### config.mk
export PLATFORM = sky130hd
export DESIGN_NAME = dtmf_sample_gen
export DESIGN_NICKNAME = d
export VERILOG_FILES = /design/src/rtl/dtmf_pkg.sv /design/src/rtl/dtmf_regs.sv /design/src/rtl/dtmf_tone_path.sv /design/src/rtl/dtmf_out_stage.sv /design/src/rtl/dtmf_sample_gen.sv
export SDC_FILE = /design/constraint.sdc
export NUM_CORES = 1
export LEC_CHECK = 0
export ABC_CLOCK_PERIOD_IN_PS = 5700
export CAP_MARGIN = 25
export CORE_MARGIN = 2
export CORE_UTILIZATION = 50
export DETAILED_ROUTE_END_ITERATION = 10
export GPL_ROUTABILITY_DRIVEN = 0
export PLACE_DENSITY = 0.68
export SLEW_MARGIN = 20
export SYNTH_ARGS = -nofsm -noshare
export SYNTH_HDL_FRONTEND = slang
export SYNTH_SLANG_ARGS = --single-unit
### constraint.sdc
create_clock -name clk -period 5.7 [get_ports clk]
set_clock_uncertainty 0.15 [all_clocks]
set_input_delay 1.14 -clock clk [delete_from_list [all_inputs] [get_ports clk]]
set_output_delay 1.14 -clock clk [all_outputs]
set_load 0.005 [all_outputs]
### src/rtl/dtmf_pkg.sv
package dtmf_pkg;

    localparam int TBL_DEPTH = 32;
    localparam int SMP_W     = 5;
    localparam int IDX_W     = $clog2(TBL_DEPTH);
    localparam int SUM_W     = SMP_W + 1;
    localparam int MAX_SUM   = 2 * ((1 << SMP_W) - 1);
    localparam int N_GROUPS  = 2;

    localparam int ADR_CTL    = 0;
    localparam int ADR_DATA   = 1;
    localparam int ADR_TMR_LO = 2;

    typedef struct packed {
        logic hi_wthru;
        logic lo_wthru;
        logic hi_zero;
        logic lo_zero;
        logic tone_mode;
        logic out_en;
    } ctl_t;

    localparam int CTL_W = $bits(ctl_t);
    localparam ctl_t CTL_RESET = 6'b001100;

    typedef enum logic {
        PATH_PARK,
        PATH_RUN
    } path_state_e;

    typedef enum logic [1:0] {
        OUT_OFF,
        OUT_PLAIN,
        OUT_TONE
    } out_state_e;

    function automatic logic [SMP_W-1:0] sine_at(input logic [IDX_W-1:0] k);
        logic [SMP_W-1:0] v;
        case (k)
            5'd0:  v = 5'd16;
            5'd1:  v = 5'd19;
            5'd2:  v = 5'd21;
            5'd3:  v = 5'd24;
            5'd4:  v = 5'd26;
            5'd5:  v = 5'd28;
            5'd6:  v = 5'd30;
            5'd7:  v = 5'd31;
            5'd8:  v = 5'd31;
            5'd9:  v = 5'd31;
            5'd10: v = 5'd30;
            5'd11: v = 5'd28;
            5'd12: v = 5'd26;
            5'd13: v = 5'd24;
            5'd14: v = 5'd21;
            5'd15: v = 5'd19;
            5'd16: v = 5'd15;
            5'd17: v = 5'd12;
            5'd18: v = 5'd10;
            5'd19: v = 5'd7;
            5'd20: v = 5'd5;
            5'd21: v = 5'd3;
            5'd22: v = 5'd1;
            5'd23: v = 5'd0;
            5'd24: v = 5'd0;
            5'd25: v = 5'd0;
            5'd26: v = 5'd1;
            5'd27: v = 5'd3;
            5'd28: v = 5'd5;
            5'd29: v = 5'd7;
            5'd30: v = 5'd10;
            default: v = 5'd12;
        endcase
        return v;
    endfunction

endpackage

### src/rtl/dtmf_regs.sv
module dtmf_regs
    import dtmf_pkg::*;
#(
    parameter int DATA_W = 8,
    parameter int ADDR_W = 2
) (
    input  logic              clk,
    input  logic              rst_n,
    input  logic              wr_en,
    input  logic [ADDR_W-1:0] wr_addr,
    input  logic [DATA_W-1:0] wr_data,
    output ctl_t              ctl_q,
    output logic [DATA_W-1:0] data_q,
    output logic [N_GROUPS-1:0] tmr_wr
);

    logic sel_ctl;
    logic sel_data;
    logic spare_bits_unused;

    assign sel_ctl  = wr_en && (wr_addr == ADDR_W'(ADR_CTL));
    assign sel_data = wr_en && (wr_addr == ADDR_W'(ADR_DATA));
    assign spare_bits_unused = ^wr_data[DATA_W-1:CTL_W];

    // Reload-value strobes, one per tone group at consecutive addresses
    for (genvar g = 0; g < N_GROUPS; g++) begin : g_tmr_sel
        assign tmr_wr[g] = wr_en && (wr_addr == ADDR_W'(ADR_TMR_LO + g));
    end

    always_ff @(posedge clk or negedge rst_n) begin
        if (!rst_n) begin
            ctl_q  <= CTL_RESET;
            data_q <= '0;
        end else begin
            if (sel_ctl) begin
                ctl_q <= ctl_t'(wr_data[CTL_W-1:0]);
            end
            if (sel_data) begin
                data_q <= wr_data;
            end
        end
    end

    AST_CTL_TAKES: assert property (@(posedge clk) disable iff (!rst_n) sel_ctl |=> ctl_q == $past(wr_data[CTL_W-1:0]));

endmodule

### src/rtl/dtmf_tone_path.sv
module dtmf_tone_path
    import dtmf_pkg::*;
#(
    parameter int TMR_W = 8
) (
    input  logic             clk,
    input  logic             rst_n,
    input  logic             park,
    input  logic             tmr_wr,
    input  logic             wthru,
    input  logic [TMR_W-1:0] wr_val,
    output logic [SMP_W-1:0] sample
);

    path_state_e       st_q;
    path_state_e       st_d;
    logic [TMR_W-1:0]  latch_q;
    logic [TMR_W-1:0]  cnt_q;
    logic [IDX_W-1:0]  idx_q;
    logic              pre_q;
    logic              tick;
    logic              underflow;

    // State register
    always_ff @(posedge clk or negedge rst_n) begin
        if (!rst_n) begin
            st_q <= PATH_PARK;
        end else begin
            st_q <= st_d;
        end
    end

    // Transitions
    always_comb begin
        st_d = st_q;
        unique case (st_q)
            PATH_PARK: if (!park) st_d = PATH_RUN;
            PATH_RUN:  if (park)  st_d = PATH_PARK;
            default:   st_d = PATH_PARK;
        endcase
    end

    assign tick      = (st_q == PATH_RUN) && pre_q;
    assign underflow = tick && (cnt_q == '0);

    // Reload value
    always_ff @(posedge clk or negedge rst_n) begin
        if (!rst_n) begin
            latch_q <= '0;
        end else if (tmr_wr) begin
            latch_q <= wr_val;
        end
    end

    // Divider phase, down-counter and table index
    always_ff @(posedge clk or negedge rst_n) begin
        if (!rst_n) begin
            pre_q <= 1'b0;
            cnt_q <= '0;
            idx_q <= '0;
        end else if (st_q == PATH_PARK) begin
            pre_q <= 1'b0;
            cnt_q <= latch_q;
            idx_q <= '0;
        end else begin
            pre_q <= ~pre_q;
            if (tmr_wr && wthru) begin
                cnt_q <= wr_val;
            end else if (underflow) begin
                cnt_q <= latch_q;
            end else if (tick) begin
                cnt_q <= cnt_q - TMR_W'(1);
            end
            if (underflow) begin
                idx_q <= idx_q + IDX_W'(1);
            end
        end
    end

    // Sample output
    always_comb begin
        unique case (st_q)
            PATH_RUN: sample = sine_at(idx_q);
            default:  sample = '0;
        endcase
    end

    AST_PARK_SILENT: assert property (@(posedge clk) disable iff (!rst_n) park |=> sample == '0);
    AST_PARK_PHASE: assert property (@(posedge clk) disable iff (!rst_n) (st_q == PATH_PARK && !park) |=> (idx_q == '0 && cnt_q == $past(latch_q)));
    AST_IDX_STEP: assert property (@(posedge clk) disable iff (!rst_n) (st_q == PATH_RUN) |=> (idx_q == $past(idx_q) || idx_q == $past(idx_q) + IDX_W'(1)));
    AST_WTHRU_LOAD: assert property (@(posedge clk) disable iff (!rst_n) (st_q == PATH_RUN && tmr_wr && wthru) |=> cnt_q == $past(wr_val));
    AST_LATCH_ONLY: assert property (@(posedge clk) disable iff (!rst_n) (st_q == PATH_RUN && tmr_wr && !wthru && !tick) |=> cnt_q == $past(cnt_q));

endmodule

### src/rtl/dtmf_out_stage.sv
module dtmf_out_stage
    import dtmf_pkg::*;
#(
    parameter int DATA_W = 8
) (
    input  logic              clk,
    input  logic              rst_n,
    input  logic              out_en,
    input  logic              tone_mode,
    input  logic [DATA_W-1:0] data_q,
    input  logic [SMP_W-1:0]  lo_smp,
    input  logic [SMP_W-1:0]  hi_smp,
    output logic [DATA_W-1:0] dac_code,
    output logic              dac_valid
);

    localparam int LOW_W = DATA_W - SUM_W;

    out_state_e        st_q;
    out_state_e        st_d;
    logic [SUM_W-1:0]  tone_sum;

    assign tone_sum = {1'b0, lo_smp} + {1'b0, hi_smp};

    // State register
    always_ff @(posedge clk or negedge rst_n) begin
        if (!rst_n) begin
            st_q <= OUT_OFF;
        end else begin
            st_q <= st_d;
        end
    end

    // Transitions
    always_comb begin
        st_d = st_q;
        unique case (st_q)
            OUT_OFF: begin
                if (out_en) st_d = tone_mode ? OUT_TONE : OUT_PLAIN;
            end
            OUT_PLAIN: begin
                if (!out_en)       st_d = OUT_OFF;
                else if (tone_mode) st_d = OUT_TONE;
            end
            OUT_TONE: begin
                if (!out_en)        st_d = OUT_OFF;
                else if (!tone_mode) st_d = OUT_PLAIN;
            end
            default: st_d = OUT_OFF;
        endcase
    end

    // Outputs
    always_comb begin
        unique case (st_q)
            OUT_PLAIN: begin
                dac_code  = data_q;
                dac_valid = 1'b1;
            end
            OUT_TONE: begin
                dac_code  = {tone_sum, data_q[LOW_W-1:0]};
                dac_valid = 1'b1;
            end
            default: begin
                dac_code  = '0;
                dac_valid = 1'b0;
            end
        endcase
    end

    AST_OFF_SILENT: assert property (@(posedge clk) disable iff (!rst_n) !out_en |=> (dac_code == '0 && !dac_valid));
    AST_PLAIN_PASS: assert property (@(posedge clk) disable iff (!rst_n) (out_en && !tone_mode) |=> (dac_code == data_q && dac_valid));
    AST_LOW_BITS: assert property (@(posedge clk) disable iff (!rst_n) (out_en && tone_mode) |=> (dac_code[LOW_W-1:0] == data_q[LOW_W-1:0] && dac_valid));
    AST_NO_OVERFLOW: assert property (@(posedge clk) disable iff (!rst_n) (st_q == OUT_TONE) |-> dac_code[DATA_W-1:LOW_W] <= SUM_W'(MAX_SUM));

endmodule

### src/rtl/dtmf_sample_gen.sv
module dtmf_sample_gen
    import dtmf_pkg::*;
#(
    parameter int DATA_W = 8,
    parameter int ADDR_W = 2,
    parameter int TMR_W  = 8
) (
    input  logic              clk,
    input  logic              rst_n,
    input  logic              wr_en,
    input  logic [ADDR_W-1:0] wr_addr,
    input  logic [DATA_W-1:0] wr_data,
    output logic [DATA_W-1:0] dac_code,
    output logic              dac_valid
);

    ctl_t                ctl_q;
    logic [DATA_W-1:0]   data_q;
    logic [N_GROUPS-1:0] tmr_wr;
    logic [N_GROUPS-1:0] park_v;
    logic [N_GROUPS-1:0] wthru_v;
    logic [SMP_W-1:0]    smp [N_GROUPS];

    assign park_v  = {ctl_q.hi_zero,  ctl_q.lo_zero};
    assign wthru_v = {ctl_q.hi_wthru, ctl_q.lo_wthru};

    dtmf_regs #(
        .DATA_W (DATA_W),
        .ADDR_W (ADDR_W)
    ) u_regs (
        .clk     (clk),
        .rst_n   (rst_n),
        .wr_en   (wr_en),
        .wr_addr (wr_addr),
        .wr_data (wr_data),
        .ctl_q   (ctl_q),
        .data_q  (data_q),
        .tmr_wr  (tmr_wr)
    );

    // Group 0 is the low group, group 1 the high group
    for (genvar g = 0; g < N_GROUPS; g++) begin : g_path
        dtmf_tone_path #(
            .TMR_W (TMR_W)
        ) u_path (
            .clk    (clk),
            .rst_n  (rst_n),
            .park   (park_v[g]),
            .tmr_wr (tmr_wr[g]),
            .wthru  (wthru_v[g]),
            .wr_val (wr_data[TMR_W-1:0]),
            .sample (smp[g])
        );
    end

    dtmf_out_stage #(
        .DATA_W (DATA_W)
    ) u_out (
        .clk       (clk),
        .rst_n     (rst_n),
        .out_en    (ctl_q.out_en),
        .tone_mode (ctl_q.tone_mode),
        .data_q    (data_q),
        .lo_smp    (smp[0]),
        .hi_smp    (smp[1]),
        .dac_code  (dac_code),
        .dac_valid (dac_valid)
    );

endmodule

Word level (Yosys, flattened, before mapping)
Memories as Yosys holds them, arrays and structs flattened.
Cells that the tools add are included.
Operators by class
  multipliers: 0
  bitwise operators: 2
  divide/modulo/power cells: 0
  reductions and logical operators: 16
  magnitude comparators: 0
  eq/ne operators: 12
  mux-type cells: 27
  shift-type cells: 0
  $add $sub $neg: 5
Operators with widths (number)
  8-bit 2-to-1 mux: 8
  5-bit 2-to-1 mux: 6
  8-bit logical NOT: 2
  8-bit one-hot mux with 2 select lines: 1
  8-bit by 1-bit subtractor with 8-bit output (second input constant): 2
  2-bit 2-to-1 mux: 6
  5-bit by 1-bit adder with 5-bit output (second input constant): 2
  1-bit logical AND: 10
  4-bit inequality test (second input constant): 2
  5-bit by 5-bit adder with 6-bit output: 1
  2-bit == test (second input constant): 3
  2-bit inequality test (second input constant): 3
  3-bit inequality test (second input constant): 2
  2-bit one-hot mux with 3 select lines: 1
  1-bit 2-to-1 mux: 5
  2-bit by 1-bit == test with 1-bit output (second input constant): 2
  2-bit logical NOT: 2
  3-bit AND reduction: 1
  1-bit inverter: 2
  2-bit OR reduction: 1
Word-level totals
  RAM bits: 0
  memories: 2
  bits in read-only memories: 320
  register bits after elaboration: 62
  latch bits: 0
  word-level logic and storage cells: 82
  input port bits: 13
  output and inout port bits: 9
Memory list
  (name not given): words 32, bits a word 5, read ports 1, clocked after Yosys merged registers in 0, wr ports 0, line dtmf_pkg.sv:39  | case (k)
  (name not given): words 32, bits a word 5, read ports 1, clocked after Yosys merged registers in 0, wr ports 0, line dtmf_pkg.sv:39

Logic depth before layout (Yosys ltp)
Gate-level depths: netlist of the first run.
  depth in word-level cells: 5
  depth in mapped cells: 13
  depth with buffers taken out: 13

Cells and area by module
From an unflattened synthesis of the first run, not the netlist that was laid out.
Unflattened totals
  cells, all modules: 456
  area, all modules: 4384.2 µm²
By module, submodules not included
  dtmf_tone_path: times used 2, area an instance 1664.1 µm², cells each 182, seq. area each 575.6 µm²
  dtmf_regs: times used 1, area an instance 555.5 µm², cells each 33, seq. area each 352.8 µm²
  dtmf_out_stage: times used 1, area an instance 500.5 µm², cells each 59, seq. area each 50.0 µm²

Worst setup path after synthesis of the first run
Ideal clock, no wire load.
  path type: register to output
  from: register g_path[0].u_path.idx_q[0]
  to: output port dac_code[6]
  cell stages (with the launch flop): 14
  path buffers: 0
  data required time: 4.410 ns
  arrival time: 2.572 ns
  slack: 1.838 ns
  path through: dfrtp_1 > inv_1 > ha_1 > xnor2_1 > nor2_1 > a211o_1 > a21oi_1 > ha_1 > inv_1 > fa_1 > nor2b_1 > o21a_1 > nor3_1 > o31ai_1
On the way
  longest elaborated chain between the ends: 4
RTL lines
  start, declared: line dtmf_tone_path.sv:19  | logic [IDX_W-1:0] idx_q;
  start signal, assigned: line dtmf_tone_path.sv:75  | idx_q <= idx_q + IDX_W'(1);
  memory read 32 x 5 bit
  5-bit 2-to-1 mux: line dtmf_tone_path.sv:82  | unique case (st_q)
  5-bit by 5-bit adder with 6-bit output: line dtmf_out_stage.sv:23  | assign tone_sum = {1'b0, lo_smp} + {1'b0, hi_smp};
  8-bit one-hot mux with 2 select lines: line dtmf_out_stage.sv:55  | unique case (st_q)
  end, declared: line dtmf_sample_gen.sv:13  | output logic [DATA_W-1:0] dac_code,
No other way between the ends.

Worst setup path in the final report of the first run
Same ends and word-level chain as after synthesis.

==> impl_metrics.toml, run 1 <==
[global_routing]
grt_pass1_vias = 2997
grt_pass1_wl_um = 14900
grt_usage_pct = 21.1
antenna_found_initial = 0
grt_start_max_net_pins = 63
grt-ovfl-total = 0

[drt]
drt-total-wl_um = 9080
drc_errors = 0
drt_iter0_drc = 164
vias = 3191
vias_per_cell = 5.76
ant_nets = 0
routedWlPerCell_um = 16.4
firstDrtPassIters = 4

[min_path]
hold_start = "u_regs.ctl_q[3]"
hold_path.class = "flip-flop to flip-flop"

[synthesis]
synth_cell_types = 67
synth_cells = 432
synth.area.top_cells = "dfrtp_1, ha_1, mux2_2"
syn_avg_cell_area_um2 = 9.61
syn-num-nets = 475
yosysTopAreaCell = "dfrtp_1"
ys_top_cells_by_count = "dfrtp_1, nand2_1, inv_1"
synth_edf_count = 0
synth_seq_cells = 62
synth.cell_area_um2 = 4150
ys_seq_area_share_pct = 37.4
synth.most_common_cell = "dfrtp_1"
synth_top_area_share_pct = 36.2
yosysWarnings = 0
synthFlopType = "dfrtp_1"
synthArstFlopShare_pct = 100

[run_status]
status = "finished clean"

[timing]
worst_slew_pin_slew_ps = 787
setup_violations = 0
grt_setup_unrepaired = "no"
period_minus_slack_ps = 4920
maxSlewHeadroom_pct = 47.6
maxSlewViolCount = 0
period_share_pct = 86.4
max_freq_ghz = 0.203
fin_setup_tns_ps = 0
whs_ps = 297
hold_viol = 0

[power]
power_leakage_nw = 2.00
power.total_mw = 1.65
pwr_density_cell_nw_per_um2 = 354
ir_worst_vdd_mv = 0.191

[worst_setup_path]
path_cells = "inv_1 -> ha_1 -> xnor2_1 -> nor2_1 -> a211o_1 -> a21oi_1 -> ha_1 -> inv_1 -> fa_1 -> nor2b_1 -> o21a_1 -> nor3_1 -> o31ai_1 -> clkdlybuf4s50_1"
startpoint_type = "flip-flop"
worstPathArrival_ps = 3630
critPathLaunch = "g_path[0].u_path.idx_q[0]"
slowest_delay_ps = 530
cp-end-kind = "output port"
cp_max_fo = 8
required_ps = 4410
cp_slowest_cell = "clkdlybuf4s50_1"
reg2reg_from = "g_path[0].u_path.cnt_q[0]"
path_class = "flip-flop to output port"

[cts]
cts_buffers = 9
ctsResizeCount = 0
clock_sinks = 62
cts-root-buf = "clkbuf_8"
ctsHoldBuffers = 0
post_cts_buffers = 0
cts_tree = "yes"
cts_max_path_buffers = 2
clock_latency_ps = 330
cts-htree-levels = 3
path_clk_slew_ps = 70

[die]
num_rows = 33
die_width_um = 95.1
fp.coreArea_um2 = 8130
start_util_pct = 51.0
fp.dieH_um = 95.1
dieArea_um2 = 9050
num_io_pins = 22

[final_layout]
final_core_util_pct = 57.1
area_growth_pct = 11.9
fin_nets = 487
n_antenna_cell = 0
drive_gt1_share_pct = 14.0

[placed_design]
dp.final_hpwl_um = 6470
port_buffers = 21

[flow_run]
cap_violations = 0
[logic make-up (layout without fill, tap and decap cells)]
logic type | count (synthesis) | count (layout) | synth area share, %
fa+ha+maj | 30 | 30 | 9.22
mux | 40 | 40 | 12.0
xor+xnor | 16 | 16 | 3.38
simple gates | 147 | 147 | 19.4
compound gates | 82 | 82 | 13.4
flops | 62 | 62 | 37.4
buf+inv | 55 | 72 | 5.18
[sequential cells by signal, indices dropped and copies added (netlist names)]
register	count
g_path.u_path.cnt_q	16
u_regs.data_q	8
u_regs.ctl_q	6
g_path.u_path.pre_q	2
g_path.u_path.idx_q	10
g_path.u_path.latch_q	16
g_path.u_path.st_q	2
u_out.st_q	2
[stage by stage]
step	setup slack [ps]	instance area (µm²)	cells
6_report	776	4650	554
4_1_cts	764	4640	553
3_5_place_dp	1140	4410	537
5_1_grt	548	4650	554
2_1_floorplan	1840	4150	432
3_3_place_gp	1230	4410	537
[critical path, delay by kind of cell, from the launching register on]
family	cells	cell delay (ps)
DFF	1	520
buffers and inverters	3	660
AOI/OAI and AO/OA	4	770
and+or+nand+nor	3	230
adders and majority gates	3	940
xor gates and xnor gates	1	170
[cell type report]
type / count / area (µm²)
Timing Repair Buffer: 24 / 225
Sequential cell: 62 / 1550
Multi-Input combinational cell: 315 / 2380
Tap cell: 105 / 131
Inverter: 32 / 120
Fill cell: 713 / 3490
Clock inverter: 3 / 65.1
Clock buffer: 13 / 169
[layer usage]
layer	vias up	wire (µm)	part of all wire, %	global-route usage, %
met2	48	4450	49	35.6
met5	-	0	0	0
met1	1571	4250	47	27.9
met4	0	74	0.82	5.80
met3	6	308	3.4	3.64
li1	1566	-	-	-
[final timing paths]
kind	to	slack [ps]	cells after the start
max	dac_code[6]	780	14
min	g_path[1].u_path.st_q	300	1
max reg2reg	g_path[0].u_path.idx_q[4]	3270	6
min reg2reg	g_path[1].u_path.st_q	300	1
max in group asynchronous	u_regs.data_q[0]	4060	2
min in group asynchronous	g_path[0].u_path.idx_q[4]	800	2
[cells in the final DEF, fill, tap and decap left out, types with 3 or more instances in the layout]
cell	instances
a22oi_1	4
clkbuf_8	12
xnor2_1	10
o31ai_1	5
o22ai_1	3
mux4_2	5
and2_1	3
mux2i_1	6
nor3b_1	5
inv_1	31
nand4_1	6
nand2b_1	6
o211ai_1	3
nor4_1	3
xor2_1	6
dfrtp_1	60
nor3_1	11
a21oi_1	11
nand3_1	10
and3_1	5
nand2_1	35
a21o_1	3
o21ai_0	23
a211oi_1	4
nor2b_1	6
o21a_1	3
nor2_1	30
mux2_2	29
nand3b_1	4
clkdlybuf4s50_1	20
ha_1	29
or4_1	4
a31oi_1	4
or3_1	3
[power breakdown]
part / switching (mW) / internal, mW / total, mW
Combinational: 0.244 / 0.263 / 0.506
Clock: 0.172 / 0.282 / 0.454
Sequential: 0.137 / 0.548 / 0.685
Total: 0.553 / 1.09 / 1.65
Note: power is estimated with default switching activity, not from simulation.
==> run 2, diff against run 1 <==
--- a/config.mk
+++ b/config.mk
@@ -7,7 +7,6 @@
 export LEC_CHECK = 0
 export ABC_CLOCK_PERIOD_IN_PS = 5700
 export CAP_MARGIN = 25
-export CORE_MARGIN = 2
 export CORE_UTILIZATION = 50
 export DETAILED_ROUTE_END_ITERATION = 10
 export GPL_ROUTABILITY_DRIVEN = 0
==> run 2 against run 1 <==
- combinational power up 2%
- sequential power hardly changed
- critical path type unchanged
- via count hardly changed
- sequential share of layout area up 0.19 points
- die area fell by 4.2%
- global-route usage is 1.3 points higher
- count of clock-buffer cells in the layout did not move
- wire length down 2.5%
==> impl_metrics.toml, run 2 (synthesis gave the netlist of run 1 again) <==
[run_status]
status = "finished clean"

[power]
pwr_density_cell_nw_per_um2 = 351
ir_worst_vdd_mv = 0.205
power_leakage_nw = 1.98

[worst_setup_path]
path_class = "flip-flop to output port"
cp_max_fo = 8
cp_slowest_cell = "clkdlybuf4s50_1"
required_ps = 4410
worstPathArrival_ps = 3630
slowest_delay_ps = 540
cp-end-kind = "output port"
path_cells = "inv_1 -> ha_1 -> xnor2_1 -> nor2_1 -> a211o_1 -> a21oi_1 -> ha_1 -> inv_1 -> fa_1 -> nor2b_1 -> o21a_1 -> nor3_1 -> o31ai_1 -> clkdlybuf4s50_1"
startpoint_type = "flip-flop"

[global_routing]
grt_pass1_wl_um = 15200
grt_start_max_net_pins = 63
antenna_found_initial = 0
grt_usage_pct = 22.4
grt-ovfl-total = 0
grt_pass1_vias = 3062

[flow_run]
cap_violations = 0

[placed_design]
placed_cells = 534
dp.final_hpwl_um = 6350
port_buffers = 21

[cts]
clock_sinks = 62
cts-root-buf = "clkbuf_8"
path_clk_slew_ps = 70
cts_max_path_buffers = 2
post_cts_buffers = 0
ctsResizeCount = 0
ctsHoldBuffers = 0
cts-htree-levels = 3
cts_tree = "yes"
clock_latency_ps = 330
cts_buffers = 9

[final_layout]
final_cell_mix = "dfrtp_1, nand2_1, inv_1"
drive_gt1_share_pct = 13.4
area_growth_pct = 11.3
reg_top3 = "g_path.u_path.cnt_q x16, g_path.u_path.latch_q x16, g_path.u_path.idx_q x10"
final_common_cell = "dfrtp_1"
nFillCells = 667
fin_cells = 550
n_antenna_cell = 0
fin_nets = 486

[drt]
vias = 3194
ant_nets = 0
vias_per_cell = 5.81
routedWlPerCell_um = 16.1
drt_iter0_drc = 259
drt-total-wl_um = 8850
drc_errors = 0
firstDrtPassIters = 4

[timing]
setup_violations = 0
maxSlewViolCount = 0
max_freq_ghz = 0.203
grt_setup_unrepaired = "no"
hold_viol = 0
worst_slew_pin_slew_ps = 1010
fin_setup_tns_ps = 0
maxSlewHeadroom_pct = 32.2
period_share_pct = 86.3
period_minus_slack_ps = 4920

[min_path]
hold_path.class = "flip-flop to flip-flop"

[die]
dieArea_um2 = 8670
num_io_pins = 22
start_util_pct = 52.6
fp.dieH_um = 93.1
die_width_um = 93.1
num_rows = 32
fp.coreArea_um2 = 7890
[run 2: cell count changes in the layout (fill, tap and decap cells not counted), sizes merged]
cell and change:
clkinvlp +1, clkinv -1, clkbuf -1
[run 2: area by class of cell]
| type | instances | area, µm² | area share, % |
|---|---|---|---|
| clock buffer | 13 | 149 | 3.22 |
| timing repair buffer | 23 | 220 | 4.77 |
| inverter | 32 | 120 | 2.60 |
| tap | 102 | 128 | 2.76 |
| sequential | 62 | 1550 | 33.6 |
| clock inverter | 3 | 67.6 | 1.46 |
| multi-input combinational | 315 | 2380 | 51.6 |
[run 2: where the power goes]
part / switching [mW] / leakage (nW) / internal [mW]
Combinational: 0.253 / 1.12 / 0.262
Sequential: 0.136 / 0.752 / 0.548
Clock: 0.164 / 0.104 / 0.259
Total: 0.553 / 1.98 / 1.07
[run 2: metrics by stage]
stage               power [mW]  utilization [%]  worst slack [ps]  hold WS [ps]  area, µm²
floorplan                 1.03                -              1840           269       4150
global placement          1.19             55.8              1200           277       4400
detailed placement        1.20             55.8              1150           284       4400
CTS                       1.63             58.6               780           296       4620
global route              1.74             58.6               440           304       4620
finish                    1.62             58.6               783           295       4620
[run 2: metal layers]
metal	track usage (%)	routed length [µm]
met1	31.2	4250
met2	35.4	4100
met3	4.31	365
met4	6.79	138
met5	0	0
[run 2: critical path: cells and delay by family (launching register included)]
| kind | cells | cell delay [ps] |
|---|---|---|
| and+or+nand+nor | 3 | 230 |
| xor gates and xnor gates | 1 | 170 |
| AOI/OAI and AO/OA | 4 | 790 |
| DFF | 1 | 500 |
| buffers and inverters | 3 | 670 |
| adders and majority gates | 3 | 950 |
[run 2: worst paths after layout]
| path | depth (start not counted) | endpoint | slack [ps] | from |
|---|---|---|---|---|
| max in group asynchronous | 2 | g_path[0].u_path.latch_q[6] | 4050 | rst_n |
| min reg2reg | 1 | g_path[0].u_path.st_q | 300 | u_regs.ctl_q[2] |
| max reg2reg | 6 | g_path[0].u_path.idx_q[3] | 3300 | g_path[0].u_path.cnt_q[0] |
| min | 1 | g_path[0].u_path.st_q | 300 | u_regs.ctl_q[2] |
| min in group asynchronous | 2 | g_path[1].u_path.cnt_q[4] | 820 | rst_n |
| max | 14 | dac_code[6] | 780 | g_path[0].u_path.idx_q[0] |
